## src/rtl/ecc_log_pkg.sv

```systemverilog
package ecc_log_pkg;
  localparam int LOG_W   = 64;
  localparam int COL_W   = 16;
  localparam int ROW_W   = 16;
  localparam int BANK_W  = 3;
  localparam int RANK_W  = 2;
  localparam int SYN_W   = 8;

  // bit positions that readers of the log decode
  localparam int COL_LSB  = 48;
  localparam int ROW_LSB  = 32;
  localparam int BANK_LSB = 29;
  localparam int RANK_LSB = 27;
  localparam int SYN_LSB  = 16;
  localparam int MFLG_BIT = 1;
  localparam int CFLG_BIT = 0;

  typedef struct packed {
    logic [COL_W-1:0]  col;
    logic [ROW_W-1:0]  row;
    logic [BANK_W-1:0] bank;
    logic [RANK_W-1:0] rank;
  } burst_addr_t;

  typedef struct packed {
    burst_addr_t       addr;
    logic [SYN_W-1:0]  synd;
  } log_fields_t;
endpackage

```

## src/rtl/ecc_qw_prio.sv

```systemverilog
module ecc_qw_prio #(
  parameter int NUM_QW = 4,
  parameter int SYND_W = 8
) (
  input  logic                     beat_vld,
  input  logic [NUM_QW-1:0]        cerr,
  input  logic [NUM_QW-1:0]        merr,
  input  logic [NUM_QW*SYND_W-1:0] synd_flat,
  output logic                     hit_merr,
  output logic                     hit_cerr,
  output logic [SYND_W-1:0]        win_synd
);
  logic [SYND_W-1:0] synd_arr [NUM_QW];
  logic [SYND_W-1:0] c_pick;
  logic [SYND_W-1:0] m_pick;

  for (genvar g = 0; g < NUM_QW; g++) begin : g_unpack
    assign synd_arr[g] = synd_flat[g*SYND_W +: SYND_W];
  end

  // scan high to low so the lowest quadword index ends up selected
  always_comb begin
    c_pick = '0;
    m_pick = '0;
    for (int i = NUM_QW-1; i >= 0; i--) begin
      if (cerr[i]) c_pick = synd_arr[i];
      if (merr[i]) m_pick = synd_arr[i];
    end
  end

  assign hit_merr = beat_vld && (|merr);
  assign hit_cerr = beat_vld && (|cerr);
  assign win_synd = (|merr) ? m_pick : c_pick;

  always_comb begin
    if (hit_merr && merr[0]) assert_qw0_wins_R7: assert (win_synd == synd_arr[0]);
  end
endmodule

```

## src/rtl/ecc_lock_ctrl.sv

```systemverilog
module ecc_lock_ctrl (
  input  logic clk,
  input  logic rst_n,
  input  logic hit_merr,
  input  logic hit_cerr,
  input  logic clr_cerr,
  input  logic clr_merr,
  output logic m_flag,
  output logic c_flag,
  output logic take
);
  logic m_hold;
  logic c_hold;

  // lock state as it stands once this cycle's clears are applied
  assign m_hold = m_flag && !clr_merr;
  assign c_hold = c_flag && !clr_cerr;

  always_comb begin
    take = 1'b0;
    if (hit_merr && !m_hold)                       take = 1'b1;
    else if (hit_cerr && !hit_merr && !m_hold && !c_hold) take = 1'b1;
  end

  always_ff @(posedge clk) begin
    if (!rst_n) begin
      m_flag <= 1'b0;
      c_flag <= 1'b0;
    end else begin
      m_flag <= m_hold || hit_merr;
      c_flag <= c_hold || hit_cerr;
    end
  end

  assert_merr_sticky_R8: assert property (@(posedge clk) disable iff (!rst_n)
    (m_flag && !clr_merr) |=> m_flag);
  assert_cerr_sticky_R8: assert property (@(posedge clk) disable iff (!rst_n)
    (c_flag && !clr_cerr) |=> c_flag);
  assert_merr_sets_R5: assert property (@(posedge clk) disable iff (!rst_n)
    hit_merr |=> m_flag);
  assert_cerr_sets_R9: assert property (@(posedge clk) disable iff (!rst_n)
    hit_cerr |=> c_flag);
endmodule

```

## src/rtl/ecc_log_store.sv

```systemverilog
module ecc_log_store
  import ecc_log_pkg::*;
(
  input  logic        clk,
  input  logic        rst_n,
  input  logic        take,
  input  log_fields_t fresh,
  output log_fields_t held
);
  always_ff @(posedge clk) begin
    if (!rst_n)    held <= '0;
    else if (take) held <= fresh;
  end
endmodule

```

## src/rtl/ecc_log_pack.sv

```systemverilog
module ecc_log_pack
  import ecc_log_pkg::*;
(
  input  log_fields_t       fld,
  input  logic              m_flag,
  input  logic              c_flag,
  output logic [LOG_W-1:0]  word
);
  always_comb begin
    word = '0;
    word[COL_LSB  +: COL_W]  = fld.addr.col;
    word[ROW_LSB  +: ROW_W]  = fld.addr.row;
    word[BANK_LSB +: BANK_W] = fld.addr.bank;
    word[RANK_LSB +: RANK_W] = fld.addr.rank;
    word[SYN_LSB  +: SYN_W]  = fld.synd;
    word[MFLG_BIT]           = m_flag;
    word[CFLG_BIT]           = c_flag;
  end
endmodule

```

## src/rtl/ecc_err_log.sv

```systemverilog
module ecc_err_log
  import ecc_log_pkg::*;
#(
  parameter int NUM_QW = 4
) (
  input  logic                    clk,
  input  logic                    rst_n,
  input  logic                    rd_valid,
  input  logic [NUM_QW-1:0]       qw_cerr,
  input  logic [NUM_QW-1:0]       qw_merr,
  input  logic [NUM_QW*SYN_W-1:0] qw_synd,
  input  logic [RANK_W-1:0]       addr_rank,
  input  logic [BANK_W-1:0]       addr_bank,
  input  logic [ROW_W-1:0]        addr_row,
  input  logic [COL_W-1:0]        addr_col,
  input  logic                    clr_cerr,
  input  logic                    clr_merr,
  output logic [LOG_W-1:0]        err_log
);
  logic        hit_merr;
  logic        hit_cerr;
  logic [SYN_W-1:0] win_synd;
  logic        m_flag;
  logic        c_flag;
  logic        take;
  log_fields_t fresh;
  log_fields_t held;

  ecc_qw_prio #(.NUM_QW(NUM_QW), .SYND_W(SYN_W)) u_prio (
    .beat_vld (rd_valid),
    .cerr     (qw_cerr),
    .merr     (qw_merr),
    .synd_flat(qw_synd),
    .hit_merr (hit_merr),
    .hit_cerr (hit_cerr),
    .win_synd (win_synd)
  );

  ecc_lock_ctrl u_lock (
    .clk     (clk),
    .rst_n   (rst_n),
    .hit_merr(hit_merr),
    .hit_cerr(hit_cerr),
    .clr_cerr(clr_cerr),
    .clr_merr(clr_merr),
    .m_flag  (m_flag),
    .c_flag  (c_flag),
    .take    (take)
  );

  assign fresh.addr.col  = addr_col;
  assign fresh.addr.row  = addr_row;
  assign fresh.addr.bank = addr_bank;
  assign fresh.addr.rank = addr_rank;
  assign fresh.synd      = win_synd;

  ecc_log_store u_store (
    .clk  (clk),
    .rst_n(rst_n),
    .take (take),
    .fresh(fresh),
    .held (held)
  );

  ecc_log_pack u_pack (
    .fld   (held),
    .m_flag(m_flag),
    .c_flag(c_flag),
    .word  (err_log)
  );

  assert_merr_lock_R6: assert property (@(posedge clk) disable iff (!rst_n)
    (err_log[MFLG_BIT] && !clr_merr) |=> $stable(err_log[LOG_W-1:SYN_LSB]));
  assert_cerr_lock_R4: assert property (@(posedge clk) disable iff (!rst_n)
    (err_log[CFLG_BIT] && !clr_cerr && !(rd_valid && |qw_merr))
      |=> $stable(err_log[LOG_W-1:SYN_LSB]));
  assert_idle_ignored_R10: assert property (@(posedge clk) disable iff (!rst_n)
    (!rd_valid && !clr_cerr && !clr_merr) |=> $stable(err_log));
  assert_first_capture_R3: assert property (@(posedge clk) disable iff (!rst_n)
    (rd_valid && |qw_cerr && !err_log[MFLG_BIT] && !err_log[CFLG_BIT])
      |=> (err_log[COL_LSB +: COL_W] == $past(addr_col)));
endmodule

```

## config.mk

```make
export PLATFORM = sky130hd
export DESIGN_NAME = ecc_err_log
export DESIGN_NICKNAME = d
export VERILOG_FILES = /design/src/rtl/ecc_log_pkg.sv /design/src/rtl/ecc_qw_prio.sv /design/src/rtl/ecc_lock_ctrl.sv /design/src/rtl/ecc_log_store.sv /design/src/rtl/ecc_log_pack.sv /design/src/rtl/ecc_err_log.sv
export SDC_FILE = /design/constraint.sdc
export NUM_CORES = 1
export LEC_CHECK = 0
export ABC_AREA = 0
export BUFFER_PORTS_ARGS = -buffer_cell sky130_fd_sc_hd__buf_2
export CORE_ASPECT_RATIO = 0.8
export CORE_MARGIN = 2
export CORE_UTILIZATION = 40
export DETAILED_ROUTE_END_ITERATION = 16
export GPL_ROUTABILITY_DRIVEN = 1
export PLACE_DENSITY = 0.86
export SLEW_MARGIN = 10
export SYNTH_ARGS = -nofsm -noshare
export SYNTH_HDL_FRONTEND = slang
export SYNTH_SLANG_ARGS = --single-unit
```

## constraint.sdc

```tcl
create_clock -name clk -period 1.4 [get_ports clk]
set_input_delay 0.07 -clock clk [delete_from_list [all_inputs] [get_ports clk]]
set_output_delay 0.07 -clock clk [all_outputs]
set_load 0.005 [all_outputs]
```

==> flow_results.org, run 1 <==
** Clock tree
- TritonCTS built the clock tree.
- Clock tree synthesis found a total of 47 sinks.
- The number of setup buffers added after CTS is 0.
- Clock-pin slew on the worst setup and hold paths :: 0.09 ns
- Bufs on Longest Clock Path :: 2
- Counting the buffers created by CTS gives 5.
- Insertion delay to the later sink of the worst-skew pair :: 0.29 ns
- H-tree lvl count :: 2
- Clock Root Buffer :: sky130_fd_sc_hd__clkbuf_8

** Global route
- The number of global-route vias before repair came to 2714.
- Entering global routing, the biggest net connects 38 pins.
- Global-route total usage across every layer :: 20.1%
- The number of antenna violations at the first check in global routing came to 0.
- Routing usage on met3 :: 5.30%
- The first global-routing pass estimated 12.1 mm of wire.
- The layer flagged by global routing as most heavily used is met2.
- Global routing consumed, on the met1 layer, 25.0% of the routing resources.
- The total overflow left after global routing is 0.
- In the global route stage, met2 resource usage came out at 34.8%.

** Setup path
- Of all nets on the critical path, the largest fanout is 37.
- Critical path type :: in2reg
- Cell chain of the critical path :: buf_2 > or4_1 > a21oi_4 > buf_12 > o21ai_0 > a21oi_1
- The startpoint identified for the worst register-to-register timing path is u_lock.c_flag.
- Critical path arrival :: 1.53 ns
- Category of the worst setup path capture point :: register
- The worst setup path is launched from a primary input.
- Worst Path Required :: 1.63 ns
- On the worst path, the slowest cell contributes a delay of 0.63 ns.
- Slowest library cell on the worst path :: sky130_fd_sc_hd__or4_1
- Measured in cells, the most critical reg-to-reg path has a length of 5.
- The worst register-to-register path has a setup slack of 0.11 ns.
- The endpoint identified for the worst register-to-register timing path is u_store.held[17].

** Synth
- Of the total synthesized cell area, the portion taken by XOR and XNOR cells is 0%.
- Summing the areas of all compound-gate instances in the mapped netlist gives 34.7% of the synthesized area.
- Area of the mapped netlist :: 0.00266 mm²
- Of the total synthesized cell area, the portion taken by full adders, half adders and majority gates is 0%.
- Cell type with the largest total area after synthesis :: sky130_fd_sc_hd__dfxtp_1
- Simple-gate area share of the yosys netlist :: 15.9%
- Proportion of register bits with asynchronous set or reset after synthesis :: 0%
- Among all flip-flop cells after synthesis, the most frequent one is sky130_fd_sc_hd__dfxtp_1.
- Number of flops mapped to enable cells by yosys :: 0
- Mean cell area of the mapped netlist :: 8.65 µm²
- Proportion of synthesized area in mux cells :: 0%
- The share of synthesized area in the top cell type comes to 35.3%.
- Yosys mapped the design onto 34 distinct sky130hd cell types.
- Sequential elements use 35.3% of the synthesized area.
- Largest family of logic cells by synthesized area :: compound AO/OA/AOI/OAI gates
- Register bit total from synthesis :: 47
- Synth Warn # :: 0
- Mapped Cells :: 308
- Synth area leaders :: sky130_fd_sc_hd__dfxtp_1 35%, sky130_fd_sc_hd__a21oi_2 11%, sky130_fd_sc_hd__nand3_1 7.0%, sky130_fd_sc_hd__a21oi_1 6.0%, sky130_fd_sc_hd__buf_4 5.6%

** Final layout
- Leaving out fill and tap cells, the most frequent cell in the layout is sky130_fd_sc_hd__buf_2.
- Share of layout cells above drive strength 1 :: 49.4%
- Number of diodes added for antenna fixing :: 0
- Most frequent cells in the layout :: 128 x sky130_fd_sc_hd__buf_2, 47 x sky130_fd_sc_hd__dfxtp_1, 33 x sky130_fd_sc_hd__a21oi_2
- Cells fill 54.5% of the core in the end.
- Layout Nets :: 512
- The area growth from synthesis to layout is 31.2%.

** Route
- Once detail routing completed, the nets flagged for antenna violations numbered 0.
- The first detailed-routing pass ran for 4 iterations.
- Across all layers, the routed design uses 2771 vias.
- Detail-routed net length per standard cell :: 14.8 µm
- Dividing the detail-routed via count by the number of cells gives 5.38.
- In the routed design, unresolved DRC markers number 0.
- Routed WL :: 7.61 mm
- Number of DRC markers in iteration 0 :: 118

** Die
- Vertical extent of the die :: 77.0 µm
- The total area inside the core boundary comes to 0.00641 mm².
- The floorplan step set the die width to 95.2 µm.
- Once the floorplan was initialized, standard cells occupied 41.6% of the core.
- Floorplan die area :: 0.00733 mm²
- Row generation in the floorplan step produced 26 rows.
- Count of boundary I/O pins :: 146

** Power
- For this design the static power due to leakage is 1.52 nW.
- Power spread over the standard cell area amounts to 871 mW/mm².
- Net switching is 27.6% of the power.
- In this run, the combinational gates consume 22.8% of the power.
- Internal Power :: 2.20 mW
- Worst vdd rail ir drop :: 0.409 mV
- For this design the total switching power over the nets is 0.841 mW.
- Clock share of power :: 29.0%
- Per report_power, the sequential group accounts for 48.2% of the total.

** Placed design
- During placement, the flow inserted port buffers numbering 128.
- Final weighted congestion in routability-driven placement :: 0.906
- Prior to clock tree synthesis, the placed netlist has a worst setup slack of -0.208 ns.
- Half-perimeter wire length of the detailed placement result :: 5.74 mm

** STA
- Setup-failing EPs final :: 0
- After layout, the worst path uses 93.2% of the clock period.
- Final count of pins violating max slew :: 0
- Setup WS post-layout :: 0.0959 ns
- Achievable Freq :: 0.767 GHz
- Final hold violation count :: 0
- The clock period could shrink to 1.30 ns.
- Setup repair after global routing left no endpoint under its margin.
- Clock Skews :: 0.00561 ns

** Worst hold path
- Startpoint of the lowest-slack hold path :: addr_row[3]
- Number of cells traversed by the worst hold path :: 3
- The path with the worst hold slack has its endpoint at u_store.held[16].
- The path class of the tightest hold or removal check is in2reg.

** Status
- Result of the run :: finished clean

** Job
- Across the run, the number of max-cap violations was 0.
[routing by layer]
layer / routed length, µm / part of all wire [%]
met3: 677 / 8.9
met5: 0 / 0
met2: 3510 / 46
met4: 46 / 0.60
met1: 3380 / 44
[state kept, by name, summed over array words and instances (netlist names)]
name	count
u_lock.m_flag	1
u_store.held	45
u_lock.c_flag	1
[power by group through the flow]
stage                     logic [mW]  registers, mW  clock network (mW)
after CTS                      0.690           1.47               0.915
after detailed placement       0.688           1.50                   0
after floorplan                0.408           1.50                   0
final                          0.695           1.47               0.881
after global placement         0.670           1.50                   0
after global routing           0.762           1.48               0.969
[repair_timing]
| item | CTS | global route |
|---|---|---|
| setup endpoints to repair | 0 | 9 |
| hold buffers | 0 | 0 |
| gates resized for setup | 0 | 2 |
[synth_stat cells (all sizes together) (3+ instances only)]
library cell   n
nand2b         8
a311oi         7
a32oi          6
nand2          4
nand3b         9
nand3         37
dfxtp         47
nor2b          9
o21ai         45
a221o          8
clkbuf        14
buf           33
nor2           3
a21oi         66
[worst max-delay path, delay by kind of cell]
| kind | cells | cell delay [ns] |
|---|---|---|
| AND/OR/NAND/NOR | 1 | 0.63 |
| AO/OA/AOI/OAI | 3 | 0.50 |
| buffers and inverters | 2 | 0.32 |
[area by class of cell]
class | instances | area (µm²)
inverter | 2 | 7.51
timing repair buffer | 146 | 830
fill | 599 | 2910
tap | 84 | 105
clock buffer | 8 | 100
multi-input combinational | 228 | 1510
sequential | 47 | 941
[stage by stage]
step	power, mW	hold WS [ns]	instance area (µm²)	std cells	setup TNS [ns]
2_1_floorplan	1.91	0.201	2830	324	-1.21
3_3_place_gp	2.17	0.322	3390	507	-6.11
3_5_place_dp	2.19	0.325	3390	507	-7.26
4_1_cts	3.07	0.00654	3490	515	0
5_1_grt	3.21	0.0156	3490	515	0
6_report	3.04	0.0153	3490	515	0
[how the worst max path moves through the flow]
stage	from	to	slack (ns)	cells past startpoint
floorplan	qw_merr[1]	u_store.held[3]	-0.05	7
global placement	qw_cerr[3]	u_store.held[2]	-0.18	6
detailed placement	qw_cerr[3]	u_store.held[17]	-0.21	6
CTS	u_lock.c_flag	u_store.held[4]	0.03	4
global route	u_lock.m_flag	u_store.held[7]	0.006	5
finish	qw_cerr[3]	u_store.held[18]	0.1	6
[kinds of logic (layout without fill, tap and decap cells)]
family | count (synthesis) | after routing
AO/OA/AOI/OAI | 137 | 137
buffers and inverters | 49 | 156
flip-flops | 47 | 47
other | 1 | 17
AND/OR/NAND/NOR | 74 | 74
Power figures use the tool's default switching activity.
==> inputs of run 2 (changes only) <==
CORE_ASPECT_RATIO = default   (was 0.8)
==> flow_results.org, run 2 (synthesis gave the netlist of run 1 again) <==
** Power
- The switching share of power came to 28.7% (+1.1 points).
- The switching power was 0.849 mW (+0.88%).
- Relative contribution of combinational cells to total power :: 23.7% (+0.9 points)
- The static power due to leakage came to 1.52 nW (about the same).
- The sequential share of power came to 49.7% (+1.5 points).
- The peak ir drop on the vdd network came to 0.577 mV (+41%).
- Clock share of power :: 26.6% (-2.4 points)
- The power density of the placed cells was 846 mW/mm² (-2.9%).
- The total internal power came to 2.11 mW (-4.4%).

** Route
- The remaining number of nets flagged by the antenna check after routing is 0 (unchanged).
- Vias per inst :: 5.42 (+0.68%)
- The highest metal layer carrying signal wires in the routed design is met4.
- Detail-routed net length per standard cell :: 14.5 µm (-1.9%)
- Met1 WL :: 3.06 mm (-9.4%)
- Routed WL :: 7.36 mm (-3.2%)
- The number of search-and-repair iterations in the first detailed-routing pass came to 4 (unchanged).
- The total via count in the routed design is 2752 (-0.69%).
- The number of DRC markers after the initial detailed-route iteration was 82 (-31%).
- The detailed route wirelength on metal3 came to 628 µm (-7.2%).
- The number of remaining DRC errors was 0 (unchanged).
- The total length of routed met2 wires is 3.49 mm (-0.51%).

** Final layout
- Flip-flop count of the largest register after layout :: 45 (unchanged)
- The largest registers in the layout are u_store.held x45, u_lock.c_flag x1, u_lock.m_flag x1.
- The layout overhead on the synthesized area came to 31.1% (about the same).
- Post-route cell area :: 0.00349 mm² (about the same)
- The register with the most flip-flops in the final layout is u_store.held.
- The library cell used most frequently in the layout, excluding fill and tap cells, is sky130_fd_sc_hd__buf_2.
- Layout Nets :: 512 (unchanged)
- The layout filler cell count is 601 (+0.33%).
- The area of combinational cells with multiple inputs was 0.00152 mm² (+0.58%).
- Most frequent cells in the layout :: 128 x sky130_fd_sc_hd__buf_2, 47 x sky130_fd_sc_hd__dfxtp_1, 33 x sky130_fd_sc_hd__a21oi_2
- Sequential cell area in the final layout :: 941 µm² (unchanged)
- The total inserted antenna cells was 0 (unchanged).
- Share of layout cells above drive strength 1 :: 49.7% (+0.23 points)

** Job
- The number of max-cap violations was 0 (unchanged).

** STA
- Minimum hold slack :: 0.0158 ns (+0.000425 ns)
- The post-route clock skew was 0.00352 ns (-0.00209 ns).
- The post-route fraction of the period consumed by the critical path is 90.8% (-2.4 points).
- Final count of pins violating max slew :: 0 (unchanged)
- Setup-failing EPs final :: 0 (unchanged)
- The shortest clock period the worst path allows after layout was 1.27 ns (-0.0334 ns).
- RSZ-0062 raised after global routing :: false
- Achievable Freq :: 0.787 GHz (+2.6%)
- The number of endpoints with negative hold slack in the final report came to 0 (unchanged).

** Global route
- The number of global-route vias before repair was 2651 (-2.3%).
- The global-route usage over all layers was 19.7% (-0.42 points).
- The number of antenna violations at the first check in global routing came to 0 (unchanged).
- The total grt overflow came to 0 (unchanged).
- Wire length of the first global-routing pass :: 12.1 mm (-0.45%)
- Pin count of the biggest net entering global routing :: 38 (unchanged)

** Setup path
- Critical path arrival :: 1.46 ns (-0.07 ns)
- The minimum setup slack among reg-to-reg paths was 0.13 ns (+0.02 ns).
- The worst register-to-register path ends at u_store.held[17].
- Launching element of the worst setup path :: u_lock.c_flag
- STA classifies the critical path endpoint as a register.
- Worst Path Required :: 1.59 ns (-0.04 ns)
- STA classifies the critical path startpoint as a register.
- Crit Path Max Fanout :: 28 (-24%)
- Number of cells on the worst reg-to-reg path :: 5 (unchanged)
- The startpoint identified for the worst register-to-register timing path is u_lock.c_flag.
- Critical path type :: reg2reg
- Setup crit end :: u_store.held[17]

** Die
- The die span in x came to 85.6 µm (-10%).
- The y dimension of the die came to 85.6 µm (+11%).
- The number of primary I/O pins was 146 (unchanged).
- The area of the die came to 0.00733 mm² (about the same).
- Starting utilization of the core area :: 41.7% (+0.15 points)
- Placement Rows :: 29 (+12%)
- The core region area was 0.00639 mm² (-0.35%).

** Clock tree
- Insertion delay to the later sink of the worst-skew pair :: 0.30 ns (about the same)
- H-tree lvl count :: 2 (unchanged)
- Clock Root Buffer :: sky130_fd_sc_hd__clkbuf_8
- The buffers inserted during post-CTS setup optimization was 0 (unchanged).
- The hold-fix buffer count after cts was 0 (unchanged).
- Total number of clock tree sinks :: 47 (unchanged)
- Number of clock buffers inserted by TritonCTS :: 5 (unchanged)
- The clock-pin transition on the worst setup and hold timing paths is 0.08 ns (about the same).
- Bufs on Longest Clock Path :: 2 (unchanged)
- Post-cts sizing count :: 0 (unchanged)
- CTS tree :: done

** Placed design
- The weighted congestion reported at the end of routability-driven placement came to 0.828 (-8.6%).
- The count of buffers from port buffering came to 128 (unchanged).
- Cell area after placement :: 0.00339 mm² (+0.11%)
- Half-perimeter wire length of the detailed placement result :: 5.52 mm (-3.8%)

** Worst hold path
- Path class of the lowest-slack min-delay path :: in2reg

** Status
- The flow ran to the end, and the final reports show no timing, DRC or antenna violations.
## run 2: changes by cell type in the layout (fill, tap and decap cells not counted)
cell and delta:
sky130_fd_sc_hd__or4_4 +1, sky130_fd_sc_hd__clkbuf_8 -2, sky130_fd_sc_hd__buf_12 +1, sky130_fd_sc_hd__clkinv_2 +1, sky130_fd_sc_hd__buf_4 -1, sky130_fd_sc_hd__nor2_2 -1
sky130_fd_sc_hd__clkinvlp_4 +1, sky130_fd_sc_hd__nand2b_1 -1, sky130_fd_sc_hd__nand2b_4 +1, sky130_fd_sc_hd__nor2_1 +1, sky130_fd_sc_hd__or4_1 -1
## run 2: metal layers
metal | track usage [%] | vias up
met2 | 34.7 | 145
met3 | 4.04 | 14
met4 | 7.65 | 0
li1 | - | 1340
met1 | 23.5 | 1253
met5 | 0 | -
## run 2: final cells by class
cell class	instances	share of cell area (%)
flip-flops and latches	47	26.9
inverters	2	0.215
clock inverters	2	0.358
well taps	77	2.76
multi-input cells	228	43.5
clock buffers	6	2.08
repair buffers	146	24.1
## run 2: how the worst min path moves through the flow
stage	depth (start not counted)	from	end
after floorplan	2	addr_row[3]	u_store.held[16]
after global placement	3	addr_row[3]	u_store.held[16]
after detailed placement	3	addr_row[3]	u_store.held[16]
after CTS	3	addr_row[3]	u_store.held[16]
after global routing	3	addr_col[1]	u_store.held[30]
final	3	addr_row[3]	u_store.held[16]
## run 2: metrics by stage
stage	power, mW	utilization (%)	setup WS [ns]	std cells	setup TNS [ns]
after global routing	3.13	54.7	0.00102	508	0
after detailed placement	2.19	53.1	-0.233	500	-8.60
final	2.95	54.7	0.129	508	0
after floorplan	1.91	-	-0.0529	324	-1.21
after CTS	2.97	54.4	0.0587	508	0
after global placement	2.17	53.1	-0.192	500	-7.33
## run 2: critical path, cell delays in order, from the launching register on
cell and delay, ns:
sky130_fd_sc_hd__dfxtp_1 0.39, sky130_fd_sc_hd__nand2b_4 0.09, sky130_fd_sc_hd__a21o_2 0.29, sky130_fd_sc_hd__buf_12 0.20, sky130_fd_sc_hd__nand3_1 0.12, sky130_fd_sc_hd__a21oi_2 0.06
## run 2: power by group through the flow
stage,logic [mW],registers (mW),clock network [mW]
global placement,0.676,1.49,0
global route,0.770,1.48,0.878
finish,0.700,1.47,0.785
CTS,0.694,1.47,0.812
detailed placement,0.691,1.50,0
floorplan,0.408,1.50,0
==> inputs of run 3 (changes only) <==
clock period = 1.05 ns   (was 1.4 ns; I/O delays follow)
==> flow_results.org, run 3 (synthesis gave the netlist of run 1 again) <==
** Route
- Total DRC errors in the routed layout :: 0 (unchanged)
- The routed wire length per instance came to 17.1 µm (+18%).
- Number of routed nets with antenna violations :: 0 (unchanged)
- Vias per inst :: 5.54 (+2.2%)
- Routed WL :: 9.66 mm (+31%)
- 1st-pass router iterations :: 5 (+1)
- The total via count in the routed design was 3135 (+14%).
- Number of DRC markers in iteration 0 :: 180 (+120%)

** Placed design
- The number of placed instances, taps included came to 508 (+1.6%).
- The weighted congestion reported at the end of routability-driven placement was 0.803 (-3.0%).
- The total half-perimeter wirelength after legalization and detailed placement is 5.59 mm (+1.3%).
- Port-buffer cells :: 128 (unchanged)

** Die
- Vertical extent of the die :: 85.6 µm (unchanged)
- The area of the die was 0.00733 mm² (unchanged).
- Core footprint :: 0.00639 mm² (unchanged)
- The die span in x came to 85.6 µm (unchanged).
- The number of primary I/O pins came to 146 (unchanged).
- Placement Rows :: 29 (unchanged)
- Starting utilization of the core area :: 41.7% (unchanged)

** Status
- Result of the run :: finished with violations
- The final reports fail on negative hold slack, negative setup slack.

** STA
- Final hold violation count :: 1 (+1)
- The count of final setup violators is 45 (+45).
- The final hold slack is -0.00178 ns (-0.0175 ns).
- The post-route clock skew was 0.0135 ns (+0.00999 ns).
- The worst path uses 122% of the clock period.
- The final worst slack came to -0.228 ns (-0.358 ns).
- Final count of pins violating max slew :: 0 (unchanged)
- Minimum clock period :: 1.28 ns
- Timing would allow up to 0.782 GHz.
- RSZ-0062 raised after global routing :: true

** Final layout
- The flip-flop count of the largest register, all copies and words added came to 45 (unchanged).
- The total inserted antenna cells was 0 (unchanged).
- Layout overhead on the synthesized area :: 64.8%
- Layout Nets :: 570 (+11%)
- The library cell used most frequently in the layout, excluding fill and tap cells, is sky130_fd_sc_hd__buf_2.
- Number of fill cells :: 492 (-18%)
- The share of post-route cells with drive strength above 1 came to 55.4% (+5.8 points).
- The area of combinational cells with multiple inputs came to 0.00168 mm² (+10%).
- Number of cells in the finished layout apart from fillers :: 566 (+11%)
- Register with the most flip-flops :: u_store.held
- Sequential cell area in the final layout :: 943 µm² (+0.27%)
- Leading registers by flop count :: u_store.held x45, u_lock.c_flag x1, u_lock.m_flag x1
- The library cells used most frequently in the layout, excluding fill and tap cells, are 126 x sky130_fd_sc_hd__buf_2, 45 x sky130_fd_sc_hd__dfxtp_1, 37 x sky130_fd_sc_hd__a21oi_2.

** Setup path
- Reg2Reg Setup Slack :: -0.18 ns (-0.31 ns)
- The arrival time reported for the critical path endpoint was 1.48 ns (+0.02 ns).
- Worst reg2reg startpoint :: u_lock.m_flag
- The number of cells on the worst reg-to-reg path was 6 (+1).
- Worst Path Required :: 1.25 ns (-0.34 ns)
- Category of the worst setup path capture point :: register
- Crit Path Max Fanout :: 8 (-71%)
- Startpoint kind of the worst setup timing path :: primary input
- In this run the critical register-to-register path is captured at u_store.held[41].
- Critical path type :: in2reg

** Global route
- The total grt overflow was 0 (unchanged).
- Global-route total usage across every layer :: 24.0% (+4.3 points)
- Antenna violations before repair :: 0 (unchanged)
- Wire length of the first global-routing pass :: 14.2 mm (+18%)
- Number of global-route vias before repair :: 2986 (+13%)
- Pin count of the biggest net entering global routing :: 26 (-32%)

** Power
- The combinational power share is 27.4% (+3.7 points).
- Clock share of power :: 30.0% (+3.4 points)
- Static leakage :: 1.91 nW (+26%)
- The switching power came to 1.34 mW (+58%).
- Worst vdd rail ir drop :: 1.02 mV (+78%)
- Switching part of the total power :: 29.0% (+0.26 points)
- The total internal power is 3.28 mW (+56%).
- Power share of the sequential group :: 42.5% (-7.2 points)
- Ratio of total power to cell area :: 1050 mW/mm² (+24%)

** Clock tree
- Total number of clock tree sinks :: 47 (unchanged)
- The root buffer cell chosen for the clock tree is sky130_fd_sc_hd__clkbuf_8.
- TritonCTS built the clock tree.
- H-tree lvl count :: 2 (unchanged)
- The clock latency at the later pin of the worst-skew pair came to 0.31 ns (about the same).
- The deepest clock path buffer count came to 2 (unchanged).
- Clock-pin slew on the worst setup and hold paths :: 0.09 ns (about the same)
- The TritonCTS buffer count was 5 (unchanged).

** Worst hold path
- Capture endpoint of the worst hold path :: u_store.held[12]
- The startpoint identified for the worst hold timing path is addr_bank[2].
- Path class of the lowest-slack min-delay path :: in2reg
- Number of cells traversed by the worst hold path :: 3 (unchanged)

** Job
- Count of maximum capacitance violations :: 0 (unchanged)
-- run 3: changes by cell type in the layout (fill, tap and decap cells not counted), moves of 4 or more --
cell,change
sky130_fd_sc_hd__dlygate4sd3_1,+27
sky130_fd_sc_hd__a21oi_1,-4
sky130_fd_sc_hd__buf_4,+10
sky130_fd_sc_hd__nand3_2,+9
sky130_fd_sc_hd__a21oi_2,+4
sky130_fd_sc_hd__buf_6,+10
sky130_fd_sc_hd__nand3_1,-11
sky130_fd_sc_hd__clkbuf_16,+4
-- run 3: routing by layer --
layer	global-route usage (%)	wire length (µm)	part of all wire (%)
met5	0	0	0
met3	3.66	763	7.9
met1	28.3	3740	39
met2	45.4	4980	52
met4	5.48	170	1.8
-- run 3: what timing repair did --
action | in CTS | in global routing
setup buffers | 6 | 7
endpoints found under the hold margin | 24 | 3
resized for setup | 38 | 19
endpoints found under the setup margin | 45 | 45
hold buffers | 24 | 3
pin swaps | 22 | 9
gates cloned | 7 | 5
-- run 3: power groups by stage --
stage          logic [mW]  registers [mW]  clock network [mW]
2_1_floorplan       0.551            2.01                   0
3_5_place_dp        0.950            2.00                   0
4_1_cts              1.15            1.96                1.40
5_1_grt              1.36            1.98                1.49
6_report             1.27            1.97                1.39
3_3_place_gp        0.924            1.99                   0
-- run 3: how the worst max path moves through the flow --
stage	from	end	slack, ns
after CTS	qw_merr[3]	u_store.held[4]	-0.17
final	qw_merr[3]	u_store.held[42]	-0.23
after floorplan	qw_merr[1]	u_store.held[39]	-0.38
after global routing	qw_merr[3]	u_store.held[3]	-0.27
after detailed placement	qw_cerr[3]	u_store.held[25]	-0.63
after global placement	qw_cerr[3]	u_store.held[25]	-0.55
-- run 3: critical path, cell delays in order --
cell	delay, ns
sky130_fd_sc_hd__buf_6	0.09
sky130_fd_sc_hd__or4_4	0.59
sky130_fd_sc_hd__buf_4	0.17
sky130_fd_sc_hd__a21o_4	0.26
sky130_fd_sc_hd__buf_12	0.17
sky130_fd_sc_hd__nand3_1	0.10
sky130_fd_sc_hd__a21oi_2	0.05
-- run 3: final cells by class --
type | instances | area share, %
tap | 77 | 2.19
timing repair buffer | 202 | 35.3
sequential | 47 | 21.5
clock inverter | 3 | 1.05
multi-input combinational | 230 | 38.3
clock buffer | 5 | 1.57
inverter | 2 | 0.171
-- run 3: metrics by stage --
step	utilization, %	instance area, µm²	worst slack (ns)	total power, mW	TNS, ns
after floorplan	-	2850	-0.384	2.56	-16.10
after global placement	54.4	3480	-0.555	2.92	-23.12
after detailed placement	54.4	3480	-0.629	2.95	-25.50
after CTS	65.0	4150	-0.169	4.50	-5.95
after global routing	68.7	4390	-0.269	4.82	-9.82
final	68.7	4390	-0.228	4.62	-8.47
